--- src/rtl/irqsel_pkg.sv ---
package irqsel_pkg;

    localparam int ID_W    = 5;
    localparam int WORD_W  = 16;
    localparam int MAX_CH  = 32;

    localparam int B_PEND  = 15;
    localparam int B_BUSY  = 14;
    localparam int B_FAULT = 13;
    localparam int B_INTEG = 12;
    localparam int B_PAUSE = 10;
    localparam int B_DONE  = 9;
    localparam int B_ERR   = 8;

    typedef struct packed {
        logic integ;
        logic pause;
        logic done;
        logic err;
    } ch_flags_t;

    typedef struct packed {
        logic pend;
        logic busy;
        logic fault;
    } ch_stat_t;

    function automatic logic flags_pending(ch_flags_t f);
        return f.pause | f.done | f.err;
    endfunction

    function automatic ch_flags_t clear_mask(logic [WORD_W-1:0] w);
        ch_flags_t m;
        m.integ = w[B_INTEG];
        m.pause = w[B_PAUSE];
        m.done  = w[B_DONE];
        m.err   = w[B_ERR];
        return m;
    endfunction

    function automatic logic [WORD_W-1:0] pack_word(ch_flags_t f, ch_stat_t s,
                                                    logic [ID_W-1:0] id);
        logic [WORD_W-1:0] w;
        w           = '0;
        w[B_PEND]   = s.pend;
        w[B_BUSY]   = s.busy;
        w[B_FAULT]  = s.fault;
        w[B_INTEG]  = f.integ;
        w[B_PAUSE]  = f.pause;
        w[B_DONE]   = f.done;
        w[B_ERR]    = f.err;
        w[ID_W-1:0] = id;
        return w;
    endfunction

endpackage

--- src/rtl/irqsel_flag_bank.sv ---
module irqsel_flag_bank
    import irqsel_pkg::*;
#(
    parameter int NCH = 8
) (
    input  logic                    clk,
    input  logic                    rst,
    input  logic [NCH-1:0]          set_err,
    input  logic [NCH-1:0]          set_done,
    input  logic [NCH-1:0]          set_pause,
    input  logic [NCH-1:0]          set_integ,
    input  logic                    clr_en,
    input  logic [ID_W-1:0]         clr_ch,
    input  ch_flags_t               clr_bits,
    output ch_flags_t [NCH-1:0]     flags,
    output logic [NCH-1:0]          pend_vec
);

    for (genvar c = 0; c < NCH; c++) begin : g_ch
        ch_flags_t set_here;
        ch_flags_t clr_here;

        always_comb begin
            set_here.integ = set_integ[c];
            set_here.pause = set_pause[c];
            set_here.done  = set_done[c];
            set_here.err   = set_err[c];
            clr_here = (clr_en && clr_ch == ID_W'(c)) ? clr_bits : '0;
        end

        // set is applied after clear so a coincident event survives
        always_ff @(posedge clk) begin
            if (rst) flags[c] <= '0;
            else     flags[c] <= (flags[c] & ~clr_here) | set_here;
        end

        assign pend_vec[c] = flags_pending(flags[c]);
    end

endmodule

--- src/rtl/irqsel_prio_enc.sv ---
module irqsel_prio_enc
    import irqsel_pkg::*;
#(
    parameter int NCH = 8
) (
    input  logic [NCH-1:0]  req,
    output logic            found,
    output logic [ID_W-1:0] idx
);

    always_comb begin
        found = 1'b0;
        idx   = '0;
        for (int c = NCH - 1; c >= 0; c--) begin
            if (req[c]) begin
                found = 1'b1;
                idx   = ID_W'(c);
            end
        end
    end

endmodule

--- src/rtl/irqsel_id_track.sv ---
module irqsel_id_track
    import irqsel_pkg::*;
#(
    parameter int NCH = 8
) (
    input  logic            clk,
    input  logic            rst,
    input  logic [NCH-1:0]  pend_vec,
    input  logic            any_pend,
    input  logic [ID_W-1:0] lowest,
    input  logic            wr_en,
    input  logic [ID_W-1:0] wr_id,
    input  logic            wr_clears,
    output logic [ID_W-1:0] sel_id,
    output logic            hold
);

    logic [NCH-1:0] pend_q;
    logic [NCH-1:0] below;
    logic           lower_arrived;

    always_comb begin
        for (int c = 0; c < NCH; c++) begin
            below[c] = (ID_W'(c) < sel_id);
        end
        lower_arrived = |(pend_vec & ~pend_q & below);
    end

    always_ff @(posedge clk) begin
        if (rst) begin
            pend_q <= '0;
            sel_id <= '0;
            hold   <= 1'b0;
        end else begin
            pend_q <= pend_vec;
            if (wr_en) begin
                sel_id <= wr_id;
                hold   <= ~wr_clears;
            end else if (!hold) begin
                sel_id <= any_pend ? lowest : '0;
            end else if (lower_arrived) begin
                sel_id <= lowest;
                hold   <= 1'b0;
            end
        end
    end

endmodule

--- src/rtl/dma_irq_pend_sel.sv ---
module dma_irq_pend_sel
    import irqsel_pkg::*;
#(
    parameter int NCH = 8
) (
    input  logic              clk,
    input  logic              rst,
    input  logic              wr_en,
    input  logic [WORD_W-1:0] wr_data,
    output logic [WORD_W-1:0] rd_data,
    input  logic [NCH-1:0]    set_err,
    input  logic [NCH-1:0]    set_done,
    input  logic [NCH-1:0]    set_pause,
    input  logic [NCH-1:0]    set_integ,
    input  logic [NCH-1:0]    stat_pend,
    input  logic [NCH-1:0]    stat_busy,
    input  logic [NCH-1:0]    stat_fault,
    output logic              irq
);

    ch_flags_t [NCH-1:0] flags;
    logic [NCH-1:0]      pend_vec;
    logic                any_pend;
    logic [ID_W-1:0]     lowest;
    logic [ID_W-1:0]     sel_id;
    logic                view_hold;
    ch_flags_t           clr_bits;
    ch_flags_t           sel_flags;
    ch_stat_t            sel_stat;
    logic                unused_wr_bits;

    assign clr_bits       = clear_mask(wr_data);
    assign unused_wr_bits = ^{wr_data[15:13], wr_data[11], wr_data[7:5]};

    irqsel_flag_bank #(.NCH(NCH)) u_bank (
        .clk      (clk),
        .rst      (rst),
        .set_err  (set_err),
        .set_done (set_done),
        .set_pause(set_pause),
        .set_integ(set_integ),
        .clr_en   (wr_en),
        .clr_ch   (wr_data[ID_W-1:0]),
        .clr_bits (clr_bits),
        .flags    (flags),
        .pend_vec (pend_vec)
    );

    irqsel_prio_enc #(.NCH(NCH)) u_enc (
        .req  (pend_vec),
        .found(any_pend),
        .idx  (lowest)
    );

    irqsel_id_track #(.NCH(NCH)) u_track (
        .clk      (clk),
        .rst      (rst),
        .pend_vec (pend_vec),
        .any_pend (any_pend),
        .lowest   (lowest),
        .wr_en    (wr_en),
        .wr_id    (wr_data[ID_W-1:0]),
        .wr_clears(|clr_bits),
        .sel_id   (sel_id),
        .hold     (view_hold)
    );

    // an ID with no matching channel selects all-zero flags and status
    always_comb begin
        sel_flags = '0;
        sel_stat  = '0;
        for (int c = 0; c < NCH; c++) begin
            if (sel_id == ID_W'(c)) begin
                sel_flags      = flags[c];
                sel_stat.pend  = stat_pend[c];
                sel_stat.busy  = stat_busy[c];
                sel_stat.fault = stat_fault[c];
            end
        end
    end

    assign rd_data = pack_word(sel_flags, sel_stat, sel_id);
    assign irq     = any_pend;

endmodule

--- config.mk ---
export PLATFORM = sky130hd
export DESIGN_NAME = dma_irq_pend_sel
export DESIGN_NICKNAME = d
export VERILOG_FILES = /design/src/rtl/irqsel_pkg.sv /design/src/rtl/irqsel_flag_bank.sv /design/src/rtl/irqsel_prio_enc.sv /design/src/rtl/irqsel_id_track.sv /design/src/rtl/dma_irq_pend_sel.sv
export SDC_FILE = /design/constraint.sdc
export NUM_CORES = 1
export LEC_CHECK = 0
export BUFFER_PORTS_ARGS = -buffer_cell sky130_fd_sc_hd__buf_2
export CORE_AREA = 8 8 82 84
export DETAILED_ROUTE_END_ITERATION = 16
export DIE_AREA = 0 0 90 92
export PLACE_DENSITY_LB_ADDON = 0.1
export SLEW_MARGIN = 20
export SYNTH_ARGS = -nofsm -noshare
export SYNTH_HDL_FRONTEND = slang
export SYNTH_SLANG_ARGS = --single-unit
--- constraint.sdc ---
create_clock -name clk -period 2 [get_ports clk]
set_input_delay 0.1 -clock clk [delete_from_list [all_inputs] [get_ports clk]]
set_output_delay 0.1 -clock clk [all_outputs]
set_load 0.02 [all_outputs]
==> results.md <==
* DR vias/cell at 5.35
* Post-synthesis compound-gate area fraction at 0.206
* Share of the synthesized area in the top cell type at 0.387
* Power per Cell Area at 659 mW/mm^2
* Most common cell in the netlist: nor2_1
* Total power at 2.15 mW
* Final cycle utilization of the critical path at 0.974
* CTS buffer count at 5
* Syn Area/Cell at 7.91 um^2
* CP peak stage delay at 0.52 ns
* CP arrival at 1.85 ns
* DRC Markers at 0
* Register bit total from synthesis at 46
* Min-delay worst type: input pin to flop
* Hold Worst Slack at 0.00198 ns
* Worst hold start: set_integ[6]
* Synthesized area at 0.00238 mm^2
* Synth Area in Adders at 0
* Net Sw Frac at 0.297
* Syn Inst Count at 301
* CP Capture Type: primary output
* Switch Pwr at 0.639 mW
* Req. time, crit path at 1.90 ns
* Final core occ at 0.604
* RSZ-0062 raised after global routing: yes
* Ys Warns at 0
* Ys flop type: dfxtp_1
* Reg2reg start: u_bank.flags[30]
* Root Driver: clkbuf_8
* VDD IR max at 0.423 mV
* Vias in the first global route at 2,693
* Later-pin clock latency in the skew report at 0.30 ns
* Netlist cell types at 42
* Row count at 27
* CTS tree: built
* Setup Skew at 0.00450 ns
* Drt wl/cell at 16.1 um
* Fin crit period at 1.95 ns
* Pin count of the biggest net entering global routing at 26
* Critical Path Start: u_track.sel_id[0]
* Internal power at 1.51 mW
* Starting density of the core at 0.440
* Worst Path Max Fanout at 7
* Slew Viols, Final at 0
* Final hold violation count at 0
* Routed Antenna Nets at 0
* Largest family of logic cells by synthesized area: simple AND/OR/NAND/NOR gates
* Wirelength, routed at 7750 um
* Layout cells sized above 1 at 0.306
* CTS Sinks at 46
* DIE WIDTH at 90 um
* Top-level I/O count at 92
* GRT Util Overall at 0.188
* Status: completed
* Fraction of the yosys area taken by sequential cells at 0.387
* Final #Nets at 482
* First-pass GRT wire length at 13,000 um
* Synth area leaders: dfxtp_1 39%, a21oi_1 9.3%, nor2_1 9.1%, nand2_1 7.6%, mux4_2 5.7%
* Fmax at 0.513 GHz
* Die H at 92 um
* Top cells by count, synth: 58 x nor2_1, 48 x nand2_1, 46 x dfxtp_1, 44 x a21oi_1
* Async set-or-reset flop fraction in the synthesized netlist at 0
* H-tree depth at 2
* Leakage at 1.38 nW
* Max cap viols at 0
* Area added between synthesis and finish at 37.3%
* Post-DP HPWL at 5820 um
* Worst setup SP type: flop
* Grt ovf at 0
* Clock power frac at 0.278
* Initial antenna violation count at 0
* Crit-path cells: buf_4 -> mux4_2 -> mux2i_2 -> nor3_1 -> buf_2
* Antenna diodes at 0
* Final number of setup-violating endpoints at 0
* Clk buf depth at 2
* DIE AREA at 0.00828 mm^2
* IO buf count at 80
* Comb pwr share at 0.237
* Cell taking the most area after synthesis: dfxtp_1
* GP Congestion at 0.857
* Drt initial violations at 168
* Post-Synth XOR/XNOR Area at 0
* Multiplexer share of the synthesized area at 0.0946
* CP max-delay cell: mux4_2
* Critical path type: flop to primary output
* CTS clk-pin slew, worst paths at 0.09 ns
* Via count at 2,568
* Pre-Repair DR Iteration Count at 4
* Post-synthesis simple-gate area fraction at 0.259
* Core area at 0.00541 mm^2
* Number of synthesized flops with an enable pin at 0
* Flop pwr share at 0.485
## registers in the layout, indices dropped and copies added (netlist names)
signal,count
u_track.hold,1
u_track.sel_id,5
u_track.pend_q,8
u_bank.flags,32
## metrics by stage
step | area, um^2 | instances | TNS (ns) | worst slack, ns
after global routing | 3270 | 480 | -0.0223 | -0.0112
after global placement | 2900 | 448 | 0 | 0.190
after floorplan | 2390 | 304 | 0 | 0.158
final | 3270 | 480 | 0 | 0.0516
after detailed placement | 2900 | 448 | 0 | 0.169
after CTS | 3220 | 478 | 0 | 0.0245
## cell type report
cell class | count | area, um^2
timing repair buffer | 118 | 774
clock inverter | 2 | 12.5
fill | 531 | 2140
multi-input combinational | 232 | 1360
clock buffer | 6 | 82.6
inverter | 4 | 15.0
sequential | 46 | 931
tap | 72 | 90.1
## placed cells by master (no fill, tap or decap), types with 3 or more instances in the layout
cell	synthesis	layout
nor3_1	11	11
o41ai_1	3	3
nand2b_1	4	4
a21oi_1	44	43
conb_1	1	4
buf_4	4	13
mux4_2	6	6
o21ai_0	8	8
nor2_1	58	57
nand2_1	48	48
dfxtp_1	46	42
a211o_1	3	3
buf_2	3	79
clkbuf_8	0	6
inv_1	4	4
mux2i_1	9	8
dlygate4sd3_1	0	23
## repair_timing
| action | in CTS | in global routing |
|---|---|---|
| endpoints found under the hold margin | 22 | 1 |
| setup buffers | 0 | 1 |
| hold buffers | 22 | 1 |
| gates resized for setup | 3 | 9 |
| pin swaps | 0 | 1 |
| gates cloned | 0 | 0 |
| endpoints found under the setup margin | 7 | 6 |
## power groups by stage
stage          combinational, mW  clock (mW)  sequential, mW
2_1_floorplan              0.288           0            1.05
3_3_place_gp               0.453           0            1.06
3_5_place_dp               0.459           0            1.07
5_1_grt                    0.564       0.655            1.05
4_1_cts                    0.494       0.617            1.04
6_report                   0.510       0.598            1.05
## logic make-up (layout without fill, tap and decap cells)
group / after synthesis / count (layout)
AND/OR/NAND/NOR: 135 / 135
AO/OA/AOI/OAI: 78 / 78
buffers and inverters: 26 / 130
other: 1 / 4
multiplexers: 15 / 15
flip-flops: 46 / 46
## critical path: cells and delay by family, from the launching register on
family / cells / cell delay [ns]
muxes: 2 / 0.74
buffers and inverters: 2 / 0.33
and+or+nand+nor: 1 / 0.07
DFF: 1 / 0.41
## metal layers
layer	part of all wire	global-route usage	up-vias
li1	-	-	1270
met1	0.45	0.233	1200
met2	0.46	0.310	89
met3	0.078	0.0522	9
met4	0.012	0.0555	0
met5	0	0	-
## final timing paths
check / end / slack, ns / depth (start not counted)
min: u_bank.flags[27] / 0.002 / 3
max reg2reg: u_track.sel_id[1] / 0.20 / 5
max: rd_data[10] / 0.05 / 5
min reg2reg: u_bank.flags[31] / 0.49 / 2
Power figures use the tool's default switching activity.
